===== src/rtl/sfs_pkg.sv =====
package sfs_pkg;

    localparam int NIB_W   = 4;
    localparam int PC_W    = 11;
    localparam int PC_HI_W = PC_W - 2 * NIB_W;
    localparam int BYTE_W  = 2 * NIB_W;
    localparam int STEP_W  = 3;
    localparam int OFF_W   = 4;
    localparam int OP_W    = 4;

    typedef enum logic [OP_W-1:0] {
        OP_NONE      = 4'd0,
        OP_CALL      = 4'd1,
        OP_RET       = 4'd2,
        OP_RETS      = 4'd3,
        OP_RETI      = 4'd4,
        OP_PUSH_PAIR = 4'd5,
        OP_POP_PAIR  = 4'd6,
        OP_PUSH_BANK = 4'd7,
        OP_POP_BANK  = 4'd8
    } op_e;

    // Meaning of one frame nibble
    typedef enum logic [3:0] {
        FLD_ZERO,
        FLD_PC_HI,
        FLD_PC_MID,
        FLD_PC_LO,
        FLD_FLAG_UP,
        FLD_FLAG_DN,
        FLD_PSW_HI,
        FLD_PSW_LO,
        FLD_PAIR_HI,
        FLD_PAIR_LO,
        FLD_MBS,
        FLD_RBS
    } field_e;

    typedef struct packed {
        logic signed [OFF_W-1:0] off;
        logic                    write;
        field_e                  field;
        logic                    last;
    } access_t;

    typedef struct packed {
        logic [PC_W-1:0]   pc;
        logic              mbe;
        logic              rbe;
        logic [BYTE_W-1:0] psw;
        logic [BYTE_W-1:0] pair;
        logic [NIB_W-1:0]  mbs;
        logic [NIB_W-1:0]  rbs;
    } cap_t;

    function automatic logic op_is_valid(input logic [OP_W-1:0] code);
        return (code >= 4'd1) && (code <= 4'd8);
    endfunction

endpackage


===== src/rtl/sfs_frame_plan.sv =====
// Per-step access table: which offset, direction and frame field each step uses.
module sfs_frame_plan
    import sfs_pkg::*;
(
    input  op_e                     op,
    input  logic                    long_mode,
    input  logic [STEP_W-1:0]       step,
    output access_t                 acc,
    output logic signed [OFF_W-1:0] sp_delta
);

    function automatic access_t mk(input int o, input logic w, input field_e f, input logic l);
        access_t a;
        a.off   = OFF_W'(o);
        a.write = w;
        a.field = f;
        a.last  = l;
        return a;
    endfunction

    always_comb begin
        acc      = mk(0, 1'b0, FLD_ZERO, 1'b1);
        sp_delta = '0;
        case (op)
            OP_CALL: begin
                if (!long_mode) begin
                    sp_delta = -4'sd4;
                    case (step)
                        3'd0:    acc = mk(-1, 1'b1, FLD_PC_MID,  1'b0);
                        3'd1:    acc = mk(-2, 1'b1, FLD_PC_LO,   1'b0);
                        3'd2:    acc = mk(-3, 1'b1, FLD_FLAG_UP, 1'b0);
                        default: acc = mk(-4, 1'b1, FLD_PC_HI,   1'b1);
                    endcase
                end else begin
                    sp_delta = -4'sd6;
                    case (step)
                        3'd0:    acc = mk(-2, 1'b1, FLD_FLAG_DN, 1'b0);
                        3'd1:    acc = mk(-3, 1'b1, FLD_PC_MID,  1'b0);
                        3'd2:    acc = mk(-4, 1'b1, FLD_PC_LO,   1'b0);
                        3'd3:    acc = mk(-5, 1'b1, FLD_ZERO,    1'b0);
                        default: acc = mk(-6, 1'b1, FLD_PC_HI,   1'b1);
                    endcase
                end
            end
            OP_RET, OP_RETS: begin
                if (!long_mode) begin
                    sp_delta = 4'sd4;
                    case (step)
                        3'd0:    acc = mk(0, 1'b0, FLD_PC_HI,   1'b0);
                        3'd1:    acc = mk(1, 1'b0, FLD_FLAG_UP, 1'b0);
                        3'd2:    acc = mk(2, 1'b0, FLD_PC_LO,   1'b0);
                        default: acc = mk(3, 1'b0, FLD_PC_MID,  1'b1);
                    endcase
                end else begin
                    sp_delta = 4'sd6;
                    case (step)
                        3'd0:    acc = mk(0, 1'b0, FLD_PC_HI,   1'b0);
                        3'd1:    acc = mk(2, 1'b0, FLD_PC_LO,   1'b0);
                        3'd2:    acc = mk(3, 1'b0, FLD_PC_MID,  1'b0);
                        default: acc = mk(4, 1'b0, FLD_FLAG_DN, 1'b1);
                    endcase
                end
            end
            OP_RETI: begin
                sp_delta = 4'sd6;
                case (step)
                    3'd0:    acc = mk(0, 1'b0, FLD_PC_HI,  1'b0);
                    3'd1:    acc = mk(2, 1'b0, FLD_PC_LO,  1'b0);
                    3'd2:    acc = mk(3, 1'b0, FLD_PC_MID, 1'b0);
                    3'd3:    acc = mk(4, 1'b0, FLD_PSW_HI, 1'b0);
                    default: acc = mk(5, 1'b0, FLD_PSW_LO, 1'b1);
                endcase
            end
            OP_PUSH_PAIR: begin
                sp_delta = -4'sd2;
                if (step == 3'd0) acc = mk(-1, 1'b1, FLD_PAIR_HI, 1'b0);
                else              acc = mk(-2, 1'b1, FLD_PAIR_LO, 1'b1);
            end
            OP_POP_PAIR: begin
                sp_delta = 4'sd2;
                if (step == 3'd0) acc = mk(1, 1'b0, FLD_PAIR_HI, 1'b0);
                else              acc = mk(0, 1'b0, FLD_PAIR_LO, 1'b1);
            end
            OP_PUSH_BANK: begin
                sp_delta = -4'sd2;
                if (step == 3'd0) acc = mk(-1, 1'b1, FLD_MBS, 1'b0);
                else              acc = mk(-2, 1'b1, FLD_RBS, 1'b1);
            end
            OP_POP_BANK: begin
                sp_delta = 4'sd2;
                if (step == 3'd0) acc = mk(1, 1'b0, FLD_MBS, 1'b0);
                else              acc = mk(0, 1'b0, FLD_RBS, 1'b1);
            end
            default: ;
        endcase
    end

endmodule


===== src/rtl/sfs_nibble_pack.sv =====
// Builds the nibble written for a frame field; unused bits are zero.
module sfs_nibble_pack
    import sfs_pkg::*;
(
    input  field_e             field,
    input  logic [PC_W-1:0]    pc,
    input  logic               mbe,
    input  logic               rbe,
    input  logic [BYTE_W-1:0]  pair,
    input  logic [NIB_W-1:0]   mbs,
    input  logic [NIB_W-1:0]   rbs,
    output logic [NIB_W-1:0]   wdata
);

    always_comb begin
        wdata = '0;
        case (field)
            FLD_PC_HI:   wdata = NIB_W'(pc[PC_W-1:2*NIB_W]);
            FLD_PC_MID:  wdata = pc[2*NIB_W-1:NIB_W];
            FLD_PC_LO:   wdata = pc[NIB_W-1:0];
            FLD_FLAG_UP: wdata = {mbe, rbe, 2'b00};
            FLD_FLAG_DN: wdata = {2'b00, mbe, rbe};
            FLD_PAIR_HI: wdata = pair[BYTE_W-1:NIB_W];
            FLD_PAIR_LO: wdata = pair[NIB_W-1:0];
            FLD_MBS:     wdata = mbs;
            FLD_RBS:     wdata = rbs;
            default:     wdata = '0;
        endcase
    end

endmodule


===== src/rtl/sfs_nibble_unpack.sv =====
// Merges a read nibble into the restored-state record.
module sfs_nibble_unpack
    import sfs_pkg::*;
(
    input  logic             en,
    input  field_e           field,
    input  logic [NIB_W-1:0] rdata,
    input  cap_t             cap_in,
    output cap_t             cap_out
);

    always_comb begin
        cap_out = cap_in;
        if (en) begin
            case (field)
                FLD_PC_HI:   cap_out.pc[PC_W-1:2*NIB_W]     = rdata[PC_HI_W-1:0];
                FLD_PC_MID:  cap_out.pc[2*NIB_W-1:NIB_W]    = rdata;
                FLD_PC_LO:   cap_out.pc[NIB_W-1:0]          = rdata;
                FLD_FLAG_UP: begin
                    cap_out.mbe = rdata[3];
                    cap_out.rbe = rdata[2];
                end
                FLD_FLAG_DN: begin
                    cap_out.mbe = rdata[1];
                    cap_out.rbe = rdata[0];
                end
                FLD_PSW_HI:  cap_out.psw[BYTE_W-1:NIB_W]    = rdata;
                FLD_PSW_LO:  cap_out.psw[NIB_W-1:0]         = rdata;
                FLD_PAIR_HI: cap_out.pair[BYTE_W-1:NIB_W]   = rdata;
                FLD_PAIR_LO: cap_out.pair[NIB_W-1:0]        = rdata;
                FLD_MBS:     cap_out.mbs                    = rdata;
                FLD_RBS:     cap_out.rbs                    = rdata;
                default: ;
            endcase
        end
    end

endmodule


===== src/rtl/sfs_frame_seq.sv =====
module sfs_frame_seq
    import sfs_pkg::*;
#(
    parameter int          ADDR_W   = 8,
    parameter int unsigned SP_RESET = 0
)(
    input  logic               clk,
    input  logic               rst_n,
    input  logic               start,
    input  logic [OP_W-1:0]    op_code,
    input  logic               long_mode,
    input  logic [PC_W-1:0]    call_target,
    input  logic [PC_W-1:0]    pc_in,
    input  logic               mbe_in,
    input  logic               rbe_in,
    input  logic [BYTE_W-1:0]  pair_in,
    input  logic [NIB_W-1:0]   mbs_in,
    input  logic [NIB_W-1:0]   rbs_in,
    output logic [ADDR_W-1:0]  mem_addr,
    output logic [NIB_W-1:0]   mem_wdata,
    output logic               mem_we,
    input  logic [NIB_W-1:0]   mem_rdata,
    output logic               busy,
    output logic               done,
    output logic [ADDR_W-1:0]  sp,
    output logic [PC_W-1:0]    pc_next,
    output logic               pc_load,
    output logic               mbe_out,
    output logic               rbe_out,
    output logic               flags_load,
    output logic [BYTE_W-1:0]  psw_out,
    output logic               psw_load,
    output logic [BYTE_W-1:0]  pair_out,
    output logic               pair_load,
    output logic [NIB_W-1:0]   mbs_out,
    output logic [NIB_W-1:0]   rbs_out,
    output logic               bank_load,
    output logic               skip_req
);

    localparam int EXT_W = ADDR_W - OFF_W;

    typedef struct packed {
        logic               busy;
        op_e                op;
        logic               long_mode;
        logic [STEP_W-1:0]  step;
        logic [ADDR_W-1:0]  sp;
        logic [PC_W-1:0]    ret_pc;
        logic [PC_W-1:0]    target;
        logic               mbe;
        logic               rbe;
        logic [BYTE_W-1:0]  pair;
        logic [NIB_W-1:0]   mbs;
        logic [NIB_W-1:0]   rbs;
        cap_t               cap;
    } state_t;

    state_t st_d, st_q;

    access_t                 acc;
    logic signed [OFF_W-1:0] sp_delta;
    cap_t                    cap_nx;
    logic [ADDR_W-1:0]       sp_after;
    logic                    is_call, is_ret, is_rets, is_reti;

    sfs_frame_plan u_plan (
        .op        (st_q.op),
        .long_mode (st_q.long_mode),
        .step      (st_q.step),
        .acc       (acc),
        .sp_delta  (sp_delta)
    );

    sfs_nibble_pack u_pack (
        .field (acc.field),
        .pc    (st_q.ret_pc),
        .mbe   (st_q.mbe),
        .rbe   (st_q.rbe),
        .pair  (st_q.pair),
        .mbs   (st_q.mbs),
        .rbs   (st_q.rbs),
        .wdata (mem_wdata)
    );

    sfs_nibble_unpack u_unpack (
        .en      (st_q.busy && !acc.write),
        .field   (acc.field),
        .rdata   (mem_rdata),
        .cap_in  (st_q.cap),
        .cap_out (cap_nx)
    );

    assign mem_addr = st_q.sp + {{EXT_W{acc.off[OFF_W-1]}}, acc.off};
    assign sp_after = st_q.sp + {{EXT_W{sp_delta[OFF_W-1]}}, sp_delta};

    always_comb begin
        st_d = st_q;
        if (!st_q.busy) begin
            if (start && op_is_valid(op_code)) begin
                st_d.busy      = 1'b1;
                st_d.op        = op_e'(op_code);
                st_d.long_mode = long_mode;
                st_d.step      = '0;
                st_d.ret_pc    = pc_in;
                st_d.target    = call_target;
                st_d.mbe       = mbe_in;
                st_d.rbe       = rbe_in;
                st_d.pair      = pair_in;
                st_d.mbs       = mbs_in;
                st_d.rbs       = rbs_in;
                st_d.cap       = '0;
            end
        end else begin
            st_d.cap = cap_nx;
            if (acc.last) begin
                st_d.busy = 1'b0;
                st_d.step = '0;
                st_d.sp   = sp_after;
            end else begin
                st_d.step = st_q.step + STEP_W'(1);
            end
        end
    end

    always_ff @(posedge clk) begin
        if (!rst_n) begin
            st_q    <= '0;
            st_q.sp <= ADDR_W'(SP_RESET);
        end else begin
            st_q <= st_d;
        end
    end

    assign is_call = (st_q.op == OP_CALL);
    assign is_ret  = (st_q.op == OP_RET);
    assign is_rets = (st_q.op == OP_RETS);
    assign is_reti = (st_q.op == OP_RETI);

    assign busy       = st_q.busy;
    assign done       = st_q.busy && acc.last;
    assign mem_we     = st_q.busy && acc.write;
    assign sp         = done ? sp_after : st_q.sp;
    assign pc_next    = is_call ? st_q.target : cap_nx.pc;
    assign pc_load    = done && (is_call || is_ret || is_rets || is_reti);
    assign mbe_out    = cap_nx.mbe;
    assign rbe_out    = cap_nx.rbe;
    assign flags_load = done && (is_ret || is_rets);
    assign psw_out    = cap_nx.psw;
    assign psw_load   = done && is_reti;
    assign pair_out   = cap_nx.pair;
    assign pair_load  = done && (st_q.op == OP_POP_PAIR);
    assign mbs_out    = cap_nx.mbs;
    assign rbs_out    = cap_nx.rbs;
    assign bank_load  = done && (st_q.op == OP_POP_BANK);
    assign skip_req   = done && is_rets;

endmodule


===== config.mk =====
export PLATFORM = sky130hd
export DESIGN_NAME = sfs_frame_seq
export DESIGN_NICKNAME = d
export VERILOG_FILES = /design/src/rtl/sfs_pkg.sv /design/src/rtl/sfs_frame_plan.sv /design/src/rtl/sfs_nibble_pack.sv /design/src/rtl/sfs_nibble_unpack.sv /design/src/rtl/sfs_frame_seq.sv
export SDC_FILE = /design/constraint.sdc
export NUM_CORES = 1
export LEC_CHECK = 0
export BUFFER_PORTS_ARGS = -buffer_cell sky130_fd_sc_hd__buf_2
export CAP_MARGIN = 20
export CORE_MARGIN = 5
export CORE_UTILIZATION = 45
export DETAILED_ROUTE_END_ITERATION = 10
export GPL_TIMING_DRIVEN = 0
export PLACE_DENSITY = 0.66
export SLEW_MARGIN = 20
export SYNTH_ARGS = -nofsm -noshare
export SYNTH_HDL_FRONTEND = slang
export SYNTH_HIERARCHICAL = 1
export SYNTH_SLANG_ARGS = --single-unit

===== constraint.sdc =====
create_clock -name clk -period 3.5 [get_ports clk]
set_input_delay 0.175 -clock clk [delete_from_list [all_inputs] [get_ports clk]]
set_output_delay 0.175 -clock clk [all_outputs]
set_load 0.03 [all_outputs]

==> Word level (Yosys, flattened, before mapping) <==
Index checks and enable logic that the tools add are counted.
{ "word_totals": {"register_bits": 94, "word_cells": 106} }
{ "op_classes": {"n_addsub": 3, "n_lt_le_gt_ge": 2, "eq_ne": 22, "mux": 36, "n_bitwise": 1, "reduce_logical": 23} }
{ "ops": {"columns": ["op", "n"], "rows": [
  ["37-bit 2-to-1 mux", 3],
  ["9-bit case mux with 4 select lines", 2],
  ["10-bit case mux with 7 select lines", 1],
  ["8-bit case mux with 3 select lines", 2],
  ["4-bit case mux with 9 select lines", 1],
  ["4-bit by 3-bit == test with 1-bit output (second input constant)", 8],
  ["4-bit 2-to-1 mux", 8],
  ["7-bit 2-to-1 mux", 4],
  ["9-bit case mux with 3 select lines", 1],
  ["4-bit == test (second input constant)", 5],
  ["10-bit 2-to-1 mux", 2],
  ["4-bit case mux with 5 select lines", 1],
  ["8-bit adder", 2],
  ["4-bit by 2-bit == test with 1-bit output (second input constant)", 4],
  ["3-bit 2-to-1 mux", 4],
  ["1-bit logical AND", 11],
  ["11-bit 2-to-1 mux", 1],
  ["9-bit 2-to-1 mux", 1],
  ["4-bit by 1-bit == test with 1-bit output (second input constant)", 2],
  ["8-bit 2-to-1 mux", 1],
  ["3-bit by 2-bit == test with 1-bit output (second input constant)", 2],
  ["2-bit OR reduction", 3],
  ["4-bit by 1-bit >= comparator with 1-bit output (second input constant)", 1],
  ["4-bit <= comparator (second input constant)", 1],
  ["11 further kinds", 16]
]} }

==> Depth between registers and ports, before layout <==
Gate-level depths: netlist (run 1).
{ "logic_depth": {"word_depth": 8, "depth_mapped": 13, "ltp_nobuf": 12} }

==> Modules after synthesis <==
The synthesis (run 1) kept the hierarchy.
{ "modules_own_cells": {"columns": ["mod", "n_inst", "cells_per_inst", "area_per_inst_um2"], "rows": [
  ["sfs_frame_seq", 1, 476, 4095.2],
  ["sfs_frame_plan", 1, 97, 618.1],
  ["sfs_nibble_unpack", 1, 60, 584.3],
  ["sfs_nibble_pack", 1, 42, 336.6]
]} }

==> Worst setup path before layout (run 1) <==
OpenSTA, ideal clock, no wires.
{ "synth_timing": {"path_kind": "reg-to-reg", "startpoint": "register st_q[90] (netlist bit)", "endpoint": "register st_q[81] (netlist bit)", "arrival_ns": 3.093, "required_ns": 3.437, "path_slack_ns": 0.344, "stages_incl_launch_ff": 12, "n_path_buf": 1, "cell_sequence": "dfxtp_1 > buf_6 > nor2_1 > nand2_1 > o21ai_0 > inv_1 > fa_1 > nand2b_1 > a21boi_0 > nor3_1 > o31ai_1 > and2_1"} }
{ "synth_between": {"elab_chain_len": 4} }
{ "synth_rtl": {"columns": ["item", "line", "rtl"], "rows": [
  ["start, declared", "sfs_frame_seq.sv:59", "state_t st_d, st_q;"],
  ["start signal, assigned", "sfs_frame_seq.sv:131", "st_q <= st_d;"],
  ["4-bit by 3-bit == test with 1-bit output, or another cell as far along", "sfs_frame_plan.sv:24", "case (op)"],
  ["2-bit OR reduction (on tied branches)", null, null],
  ["4-bit case mux with 5 select lines (*)", "sfs_frame_plan.sv:24", null],
  ["via sp_delta[1]", "sfs_frame_seq.sv:62", "logic signed [OFF_W-1:0] sp_delta;"],
  ["8-bit adder (*)", "sfs_frame_seq.sv:95", "assign sp_after = st_q.sp + {{EXT_W{sp_delta[OFF_W-1]}}, sp_delta};"]
]} }
The timed path passes the listed nets; every way through them passes the cells marked *.
A chain may end at the register's enable or synchronous reset.

==> results.md, run 1 <==
* Predominant post-synthesis flop cell: dfxtp_1
* Die ar. at 0.0149 sq mm
* First-pass GRT wire length at 25.3 mm
* Mapped Cells at 675
* Register area share after synthesis at 33.4%
* Die Wd at 122 um
* Critical path class: reg -> out
* R2R setup slack at 0.54 ns
* Longest Clk Path Bufs at 2
* Htree depth at 3
* Gr usage total at 21.1%
* CTS Buf Count at 9
* R2r worst-path depth at 8
* DRC violation total after the first TritonRoute iteration at 258
* Post-Syn Area at 0.00563 sq mm
* Drt drc at 0
* Yosys warns at 6
* Post-synth EDFFs at 0
* Nets at 873
* Crit-path leading delay family: simple AND/OR/NAND/NOR gates
* Crit path largest cell delay at 0.42 ns
* Root Driver: clkbuf_16
* Reg2reg end: st_q[9]$_SDFFE_PN0P_
* FF+latch count, synth at 94
* Max cap viols at 0
* # rows at 40
* WL per Instance at 16.1 um
* Critical Path Sink Type: output port
* Vias per cell at 5.49
* Fin area at 0.00677 sq mm
* DR vias at 5350
* Final Critical Period at 3.43 ns
* Hold EP: st_q[59]$_SDFFE_PN0P_
* Post-CTS Hold Fix Bufs at 0
* Avg Cell Area, Syn at 8.35 sq um
* Power per standard cell area at 368 mW/mm^2
* Hold depth at 3
* Layout Skew at 0.00406 ns
* Share of synthesized flip-flops with an asynchronous set or reset at 0%
* DP HPWL at 11.8 mm
* Port-buffer cells at 114
* Largest net degree at the start of global routing at 18
* Leakage at 0.00291 uW
* Setup repair after global routing missed its margin: true
* Boundary pin count at 118
* TritonCTS clock tree: yes
* Worst-path clk slew at 0.06 ns
* Unique masters post-synth at 77
* Slew Viols, Final at 0
* Final Util at 55.7%
* Required @ worst endpoint at 3.32 ns
* Clk Latency, worst-skew pair at 0.34 ns
* Die span in y at 122 um
* Max-slew headroom at 33.0%
* Status: finished, final reports clean
* Max Fclk at 291 MHz
* Placed instance area at 0.00642 sq mm
* Least-Margin Pin Slew at 0.994 ns
* Core area at 0.0122 sq mm
* Critical Path Slowest Stage Cell: or4_1
* Gpl congestion at 0.869
* HP Class: in -> reg
* CP Launch Type: flip-flop
* Initial DRT Pass Iterations at 4
* Layout cells sized above 1 at 30.4%
* Critical-path cell list: and2b_2 -> a22oi_1 -> o31ai_1 -> or3_1 -> ha_1 -> inv_1 -> fa_2 -> nor2b_1 -> o21ai_2 -> a21boi_2 -> or4_1 -> nand3_1 -> clkbuf_4
* Worst path arrival time at 3.26 ns
* Sink Count at 94
* Final hold violations at 0
* Antenna Nets Post-Route at 0
* Total global routing overflow at 0
* Crit. path cell count at 13
* CP Max Fanout at 10
* Ratio of final minimum period to clock period at 98.1%
* Initial Util at 46.3%
* Area grow syn2layout at 20.2%
* Worst path buffer plus inverter count at 2
* Syn_nets at 744
* # setup viols final at 0
* Final WL at 15.7 mm
* Worst r2r src: st_q[92]$_SDFFE_PN0P_
* Peak supply drop at 240 uV
* Hold Startpoint: call_target[4]
* Antenna violations before repair at 3
* Vias in the first global route at 5176
how the worst max path moves through the flow:
stage | from | end | slack (ns)
after detailed placement | st_q[91]$_SDFFE_PN0P_ | pc_next[2] | -0.02
after floorplan | st_q[90]$_SDFFE_PN0P_ | st_q[81]$_SDFFE_PN0P_ | 0.34
after CTS | st_q[91]$_SDFFE_PN0P_ | pc_next[2] | 0.002
after global placement | st_q[91]$_SDFFE_PN0P_ | pc_next[3] | -0.29
final | st_q[92]$_SDFFE_PN0P_ | mem_addr[6] | 0.07
after global routing | st_q[92]$_SDFFE_PN0P_ | mem_addr[6] | -0.09
synth_stat cells (7+ instances only):
cell type | count | share of area (%)
o21ai_0 | 15 | 1.3
nor2b_1 | 10 | 1.1
and2_1 | 9 | 1.0
buf_2 | 15 | 1.3
ha_1 | 15 | 3.3
nand2_1 | 110 | 7.3
inv_1 | 13 | 0.87
nand3_1 | 8 | 0.71
clkbuf_1 | 14 | 0.93
dfxtp_1 | 94 | 33
nor3_1 | 12 | 1.1
mux2_2 | 44 | 8.8
o211ai_1 | 8 | 1.1
buf_6 | 7 | 1.4
a21oi_1 | 63 | 5.6
nor2_1 | 63 | 4.2
a22oi_1 | 43 | 5.7
xnor2_1 | 7 | 1.1
mux2i_1 | 16 | 2.8
buf_4 | 7 | 0.93
nand2b_1 | 10 | 1.1
registers in the layout, indices dropped and copies added (netlist names):
register  flops
busy          1
st_q         93
where the power goes:
| group | internal, uW | switching, uW | total, uW |
|---|---|---|---|
| logic | 191 | 311 | 502 |
| clock network | 469 | 391 | 860 |
| registers | 1100 | 29.2 | 1130 |
layer usage:
layer | up-vias | wire length, um | track usage [%]
met5 | - | 20 | 0
met1 | 2545 | 7170 | 27.1
met3 | 15 | 843 | 4.78
met2 | 139 | 7450 | 35.5
met4 | 4 | 169 | 5.81
li1 | 2647 | - | -
through the flow:
| stage | std cells | hold WS (ns) | setup WS (ns) | setup TNS [ns] | power (uW) |
|---|---|---|---|---|---|
| finish | 975 | 0.0706 | 0.0669 | 0 | 2490 |
| global route | 975 | 0.0724 | -0.0906 | -0.0906 | 2610 |
| CTS | 971 | 0.0611 | 0.00182 | 0 | 2500 |
| detailed placement | 958 | 0.422 | -0.0162 | -0.0492 | 1640 |
| global placement | 957 | 0.416 | -0.289 | -2.52 | 1630 |
| floorplan | 675 | 0.297 | 0.344 | 0 | 1490 |
cells by family (layout without fill, tap and decap cells):
logic type	count (synthesis)	in the layout	share of synthesized area, %
xor gates and xnor gates	11	11	1.71
and+or+nand+nor	259	259	22.5
muxes	64	64	12.7
other	1	2	0.0666
AOI/OAI and AO/OA	168	168	19.8
adders and majority gates	17	17	4.04
DFF	94	94	33.4
buffers and inverters	61	192	5.80
layout make-up:
type / instances / area (sq um)
fill: 1169 / 5390
multi-input combinational: 520 / 3470
sequential: 94 / 1900
timing repair buffer: 119 / 611
buffer: 46 / 283
clock buffer: 11 / 233
tap: 168 / 210
inverter: 14 / 52.6
clock inverter: 2 / 12.5
antenna: 1 / 2.50
worst min-delay path, delay by kind of cell:
kind	cells	cell delay, ns
buf+inv	1	0.09
simple gates	1	0.05
compound gates	1	0.05
placed cells by master (no fill, tap or decap), types with 3 or more instances in the layout:
cell | Yosys | final
a21oi_1 | 63 | 63
dfxtp_4 | 0 | 3
nand3b_1 | 5 | 5
nand2b_1 | 10 | 10
buf_4 | 7 | 13
inv_1 | 13 | 13
mux2_2 | 44 | 44
o21ai_0 | 15 | 14
dfxtp_1 | 94 | 88
buf_6 | 7 | 7
o32a_1 | 3 | 3
xor2_1 | 4 | 4
mux2i_1 | 16 | 16
nor2b_1 | 10 | 10
clkbuf_4 | 0 | 4
o21a_1 | 3 | 3
nor2_1 | 63 | 62
buf_2 | 15 | 124
nand3_1 | 8 | 8
nand2_1 | 110 | 110
xnor2_1 | 7 | 7
clkbuf_1 | 14 | 14
o211ai_1 | 8 | 8
buf_1 | 4 | 3
and2_1 | 9 | 9
clkbuf_16 | 0 | 9
dfxtp_2 | 0 | 3
a22oi_1 | 43 | 43
a31oi_1 | 3 | 3
nor3_1 | 12 | 11
mux2_4 | 4 | 4
a211oi_1 | 3 | 3
ha_1 | 15 | 15
what timing repair did:
action	CTS	global route
setup endpoints to repair	37	18
resized for setup	9	24
pin swaps	1	1
buffers inserted	1	3
endpoints found under the hold margin	0	0
Power figures use the tool's default switching activity.
==> run 2: changes to the inputs <==
ABC_AREA = 1   (was unset)
CORE_ASPECT_RATIO = 0.9   (was unset)
PLACE_DENSITY = 0.65   (was 0.66)
==> run 2 against run 1 <==
Critical path depth stayed put. Combinational power is 24% higher. Via count is 17% higher. Final cell count is 26% higher. Core utilization is 0.71 points lower. Non-clock buffer count is 2 higher. Die area is 2.8% higher. Largest power group is now clock.
==> results.md, run 2 <==
* DRC violation total after the first TritonRoute iteration at 468 (+81%)
* Register area share after synthesis at 32.4% (-0.97 points)
* Final hold violations at 0 (unchanged)
* Slew Viols, Final at 0 (unchanged)
* Root Driver: clkbuf_16
* Antenna Nets Post-Route at 0 (unchanged)
* Placed instance area at 0.00659 sq mm (+2.6%)
* Critical Path Sink Type: output port
* Post-Syn Area at 0.00580 sq mm (+3.0%)
* Initial DRT Pass Iterations at 5 (+1)
* Final Util at 55.0% (-0.71 points)
* Leakage at 0.00342 uW (+18%)
* Top reg by flops: st_q
* GRT met2 Usage at 34.3% (-1.2 points)
* Most frequent cells in the layout: nand2_1, buf_2, nand3_1
* Worst-path clk slew at 0.07 ns (about the same)
* Final Critical Period at 3.16 ns (-0.271 ns)
* Final WL at 17.0 mm (+8.6%)
* Core area at 0.0127 sq mm (+4.3%)
* Number of flip-flops in the largest register at 93 (unchanged)
* Antenna violations before repair at 1 (-2)
* Peak-usage layer in the global routing report: met2
* Gpl congestion at 0.872 (+0.31%)
* # rows at 39 (-2.5%)
* Initial Util at 45.7% (-0.59 points)
* Sink Count at 94 (unchanged)
* Post-synth EDFFs at 0 (unchanged)
* Fillers at 1345 (+15%)
* Commonest non-fill, non-tap cell in the layout: nand2_1
* CTS Buf Count at 9 (unchanged)
* Share of synthesized flip-flops with an asynchronous set or reset at 0% (unchanged)
* Most frequent cell after synthesis: nand2_1
* FF+latch count, synth at 94 (unchanged)
* Least-Margin Pin Slew at 0.756 ns (-0.238 ns)
* Gr usage total at 22.4% (+1.3 points)
* Vias in the first global route at 5597 (+8.1%)
* Avg Cell Area, Syn at 6.24 sq um (-25%)
* Yosys warns at 6 (unchanged)
* WL per Instance at 13.9 um (-14%)
* Total global routing overflow at 0 (unchanged)
* DR vias at 6241 (+17%)
* Antenna diodes at 0 (-1)
* Peak supply drop at 291 uV (+21%)
* Vias per cell at 5.09 (-7.3%)
* CP Max Fanout at 10 (unchanged)
* Met3 usage at 4.54% (-0.24 points)
* Synth top area cells: dfxtp_1, nand2_1, nand3_1
* Pre-CTS setup slack at 0.671 ns (+0.688 ns)
* Fin area at 0.00698 sq mm (+3.0%)
* Required @ worst endpoint at 3.32 ns (about the same)
* Port-buffer cells at 116 (+1.8%)
* Synth top area share at 32.4% (-0.97 points)
* Layout Skew at 0.00585 ns (+0.00179 ns)
* Max-slew headroom at 49.6% (+17 points)
* Nets at 1127 (+29%)
* TritonCTS clock tree: yes
* Worst r2r src: st_q[85]$_SDFFE_PN0P_
* Boundary pin count at 118 (unchanged)
* Predominant post-synthesis flop cell: dfxtp_1
* Power per standard cell area at 433 mW/mm^2 (+18%)
* Drt drc at 0 (unchanged)
* Die ar. at 0.0153 sq mm (+2.8%)
* Mapped Cells at 930 (+38%)
* Unique masters post-synth at 35 (-55%)
* # setup viols final at 0 (unchanged)
* R2R setup slack at 0.99 ns (+0.45 ns)
* Total negative setup slack at 0 ns (unchanged)
* Status: finished, final reports clean
* CP Launch Type: flip-flop
* Die Wd at 130 um (+6.4%)
* Clk Latency, worst-skew pair at 0.36 ns (+0.02 ns)
* Area leader, netlist: dfxtp_1
* HP Class: in -> reg
* Post-synth top cells: nand2_1, nand3_1, dfxtp_1
* Max cap viols at 0 (unchanged)
* Worst Setup SP: st_q[86]$_SDFFE_PN0P_
* Layout cells sized above 1 at 18.3% (-12 points)
* DP HPWL at 12.7 mm (+7.6%)
* Syn_nets at 999 (+34%)
* Die span in y at 118 um (-3.4%)
* Max Fclk at 316 MHz (+8.6%)
* Largest net degree at the start of global routing at 17 (-1)
* Longest Clk Path Bufs at 2 (unchanged)
* First-pass GRT wire length at 27.8 mm (+9.6%)
* Worst path arrival time at 2.99 ns (-0.27 ns)
* Hold Startpoint: call_target[4]
* Met1 usage in global routing at 32.4% (+5.3 points)
* Setup repair after global routing missed its margin: false
* Final worst setup slack at 0.338 ns (+0.271 ns)
* Htree depth at 3 (unchanged)
* Area grow syn2layout at 20.2% (about the same)
* Ratio of final minimum period to clock period at 90.3% (-7.7 points)
* Critical path class: reg -> out
run 2: cell count changes after synthesis, moves of 22 or more:
cell / delta
a22oi_1: -43
inv_1: +58
mux2_2: -44
nand2_1: +172
nand3_1: +88
nand4_1: +36
nor2_1: +22
o21ai_0: +42
run 2: cells by family after synthesis:
group	synth area share, %
buf+inv	9.51
flops	32.4
xor+xnor	1.06
other cells	0.0646
fa+ha+maj	3.92
simple gates	40.3
compound gates	12.7
run 2: stage by stage:
step                hold WS, ns  cells  power [uW]
CTS                      0.0333   1226        3040
floorplan                 0.310    930        1600
finish                   0.0376   1227        3020
global placement          0.401   1210        1780
global route             0.0438   1227        3170
detailed placement        0.407   1210        1780
run 2: routing by layer:
metal | up-vias | part of all wire, %
met5 | - | 0.076
met4 | 2 | 1.1
met3 | 15 | 6.8
met2 | 182 | 44
met1 | 2754 | 48
li1 | 3288 | -
run 2: layout make-up:
type | instances | area, sq um | share of cell area, %
Buffer | 50 | 248 | 3.55
Clock buffer | 10 | 239 | 3.43
Clock inverter | 6 | 140 | 2.01
Inverter | 81 | 304 | 4.36
Multi-Input combinational cell | 705 | 3370 | 48.3
Sequential cell | 94 | 1880 | 27.0
Tap cell | 164 | 205 | 2.94
Timing Repair Buffer | 117 | 588 | 8.43
run 2: worst paths after layout:
check | to | depth (start not counted)
min reg2reg | st_q[39]$_SDFFE_PN0P_ | 2
max | pc_next[1] | 13
max reg2reg | st_q[15]$_SDFFE_PN0P_ | 10
min | st_q[59]$_SDFFE_PN0P_ | 3
run 2: report_power, final:
part | switching (uW) | total, uW | leakage (uW) | internal, uW
Sequential | 30.0 | 1140 | 0.000764 | 1110
Clock | 459 | 1260 | 0.000185 | 798
Combinational | 437 | 623 | 0.00247 | 186
run 2: what timing repair did:
action	4_1_cts	5_1_grt
hold buffers	0	0
setup endpoints to repair	0	2
setup buffers	0	1
resized for setup	0	0
run 2: worst max-delay path, cell delays in order (launching register included):
cell	delay [ns]
dfxtp_1	0.48
inv_1	0.12
nand2_1	0.10
nand3_1	0.10
nand2_1	0.10
nand2_1	0.07
nand3_1	0.40
nand2_1	0.18
inv_1	0.10
nand2_1	0.19
o21ai_0	0.31
nand2_1	0.08
o21ai_0	0.13
buf_2	0.25
==> run 3: changes to the inputs <==
PLACE_DENSITY = 0.67   (was 0.65)
==> run 3 against run 2 <==
Clock-buffer cell count unchanged. Sequential power about the same. Final area down 0.91%. Final cell count up 0.16%. Clock skew down 0.00085 ns. Largest power group is now sequential cells. Worst hold slack better by 0.017 ns. Critical endpoint unchanged. Largest cell class unchanged. First-iteration DRC count down 16%.
==> results.md, run 3 (same netlist as run 2, synthesis figures left out) <==
* Final worst setup slack at 0.365 ns (+0.0266 ns)
* Sink Count at 94 (unchanged)
* Critical path class: reg -> out
* Core area at 0.0127 sq mm (unchanged)
* Total power at 2770 uW (-8.3%)
* DR vias at 6293 (+0.83%)
* Port-buffer cells at 116 (unchanged)
* Required @ worst endpoint at 3.32 ns (about the same)
* DP HPWL at 12.7 mm (about the same)
* Critical Path Slowest Stage Cell: dfxtp_1
* Slew Viols, Final at 0 (unchanged)
* Number of flip-flops in the largest register at 93 (unchanged)
* DRC violation total after the first TritonRoute iteration at 394 (-16%)
* Setup repair after global routing missed its margin: false
* Layout Skew at 0.00499 ns (-0.000850 ns)
* Total global routing overflow at 0 (unchanged)
* Pre-CTS setup slack at 0.653 ns (-0.0188 ns)
* Initial Util at 45.7% (unchanged)
* Final hold violations at 0 (unchanged)
* Worst path arrival time at 2.96 ns (-0.03 ns)
* Vias in the first global route at 5695 (+1.8%)
* Max-slew headroom at 52.6% (+3.0 points)
* Root Driver: clkbuf_16
* CP Launch Type: flip-flop
* Max Fclk at 319 MHz (+0.85%)
* Boundary pin count at 118 (unchanged)
* Final WL at 16.9 mm (-0.49%)
* Crit-path leading delay family: simple AND/OR/NAND/NOR gates
* Largest net degree at the start of global routing at 17 (unchanged)
* Setup Fix Bufs, Post-CTS at 0 (unchanged)
* Ratio of final minimum period to clock period at 89.6% (-0.76 points)
* Post-CTS sizing at 0 (unchanged)
* Hold_ws at 0.0542 ns (+0.0166 ns)
* Drt drc at 0 (unchanged)
* TritonCTS clock tree: yes
* Final Critical Period at 3.14 ns (-0.0266 ns)
* Top reg by flops: st_q
* WL per Instance at 13.8 um (-0.66%)
* Longest Clk Path Bufs at 2 (unchanged)
* Max cap viols at 0 (unchanged)
* # rows at 39 (unchanged)
* Nets at 1129 (+0.18%)
* Vias per cell at 5.12 (+0.67%)
* Top cell by count, worst path: nand2_1
* Antenna diodes at 0 (unchanged)
* Die ar. at 0.0153 sq mm (unchanged)
* Layout cells sized above 1 at 18.4% (+0.059 points)
* # placed instances at 1210 (unchanged)
* HP Class: in -> reg
* Critical Path Sink Type: output port
* Die Wd at 130 um (unchanged)
* Initial DRT Pass Iterations at 6 (+1)
* Least-Margin Pin Slew at 0.711 ns (-0.0448 ns)
* CP Max Fanout at 9 (-1)
* Antenna Nets Post-Route at 0 (unchanged)
* Gpl congestion at 0.902 (+3.4%)
* Post-CTS Hold Fix Bufs at 0 (unchanged)
* Crit path largest cell delay at 0.54 ns (+0.06 ns)
* Critical-path cell list: nor2_2 -> nand2_1 -> nand2_1 -> nand3_1 -> nand3_1 -> inv_1 -> nand2_1 -> nor2_1 -> nand2_1 -> o21ai_0 -> nand2_1 -> o21ai_0 -> buf_2
* Htree depth at 3 (unchanged)
* R2R setup slack at 0.99 ns (about the same)
* Leakage at 0.00339 uW (-0.89%)
* # setup viols final at 0 (unchanged)
* Total negative setup slack at 0 ns (unchanged)
* Most frequent cells in the layout: nand2_1, buf_2, nand3_1
* Power per standard cell area at 401 mW/mm^2 (-7.4%)
* Worst path buffer plus inverter count at 2 (-1)
* Worst-path clk slew at 0.07 ns (about the same)
* Commonest non-fill, non-tap cell in the layout: nand2_1
* Die span in y at 118 um (unchanged)
* Non-Filler Instances at 1229 (+0.16%)
* Peak supply drop at 212 uV (-27%)
* First-pass GRT wire length at 27.6 mm (-0.65%)
* Antenna violations before repair at 0 (-1)
* CTS Buf Count at 9 (unchanged)
* Area grow syn2layout at 19.1%
* Gr usage total at 21.9% (-0.53 points)
* Clk Latency, worst-skew pair at 0.34 ns (-0.02 ns)
* Status: finished, final reports clean
-- run 3: cell types whose count changed in the layout (fill, tap and decap cells not counted), sizes merged --
cell	change
bufinv	-3
buf	+2
inv	-1
clkinv	+3
clkinvlp	+1
-- run 3: final cells by class --
type	instances	area, sq um
well taps	164	205
fillers	1374	5780
clock buffers	10	229
repair buffers	119	603
clock inverters	6	71.3
plain buffers	50	248
multi-input cells	705	3370
inverters	81	304
flip-flops and latches	94	1880
-- run 3: path summary, 6_finish.rpt --
| kind | from | to | cells past startpoint |
|---|---|---|---|
| worst max-delay path | st_q[85]$_SDFFE_PN0P_ | pc_next[1] | 13 |
| worst min-delay path | call_target[3] | st_q[58]$_SDFFE_PN0P_ | 3 |
| worst max register to register | st_q[85]$_SDFFE_PN0P_ | st_q[15]$_SDFFE_PN0P_ | 11 |
| worst min register to register | st_q[51]$_SDFFE_PN0P_ | st_q[51]$_SDFFE_PN0P_ | 2 |
-- run 3: layer usage --
layer  track usage [%]  routed length, um  part of all wire, %  up-vias
met3              4.36               1200                  7.1       11
met4              5.06                119                 0.70        0
met5                 0                  0                    0        -
met1              31.3               8010                   47     2792
met2              33.8               7590                   45      197
li1                  -                  -                    -     3293
-- run 3: stage by stage --
stage	instance area, sq um	utilization [%]
6_report	6910	54.5
3_5_place_dp	6590	51.9
2_1_floorplan	5800	-
5_1_grt	6910	54.5
4_1_cts	6890	54.3
3_3_place_gp	6590	51.9
-- run 3: report_power, final --
part	switching (uW)	internal, uW
Combinational	437	191
Clock	441	561
Sequential	30.4	1110
Total	908	1860
-- run 3: worst reg2reg max path: stages (launching register included) --
cell,delay (ns)
dfxtp_1,0.42
nor2_2,0.25
nand2_2,0.11
inv_1,0.08
nor2_1,0.04
nor2_1,0.10
nand3_1,0.35
nor2_1,0.35
nand2_1,0.22
o21ai_0,0.29
nand2_1,0.09
a21oi_1,0.14
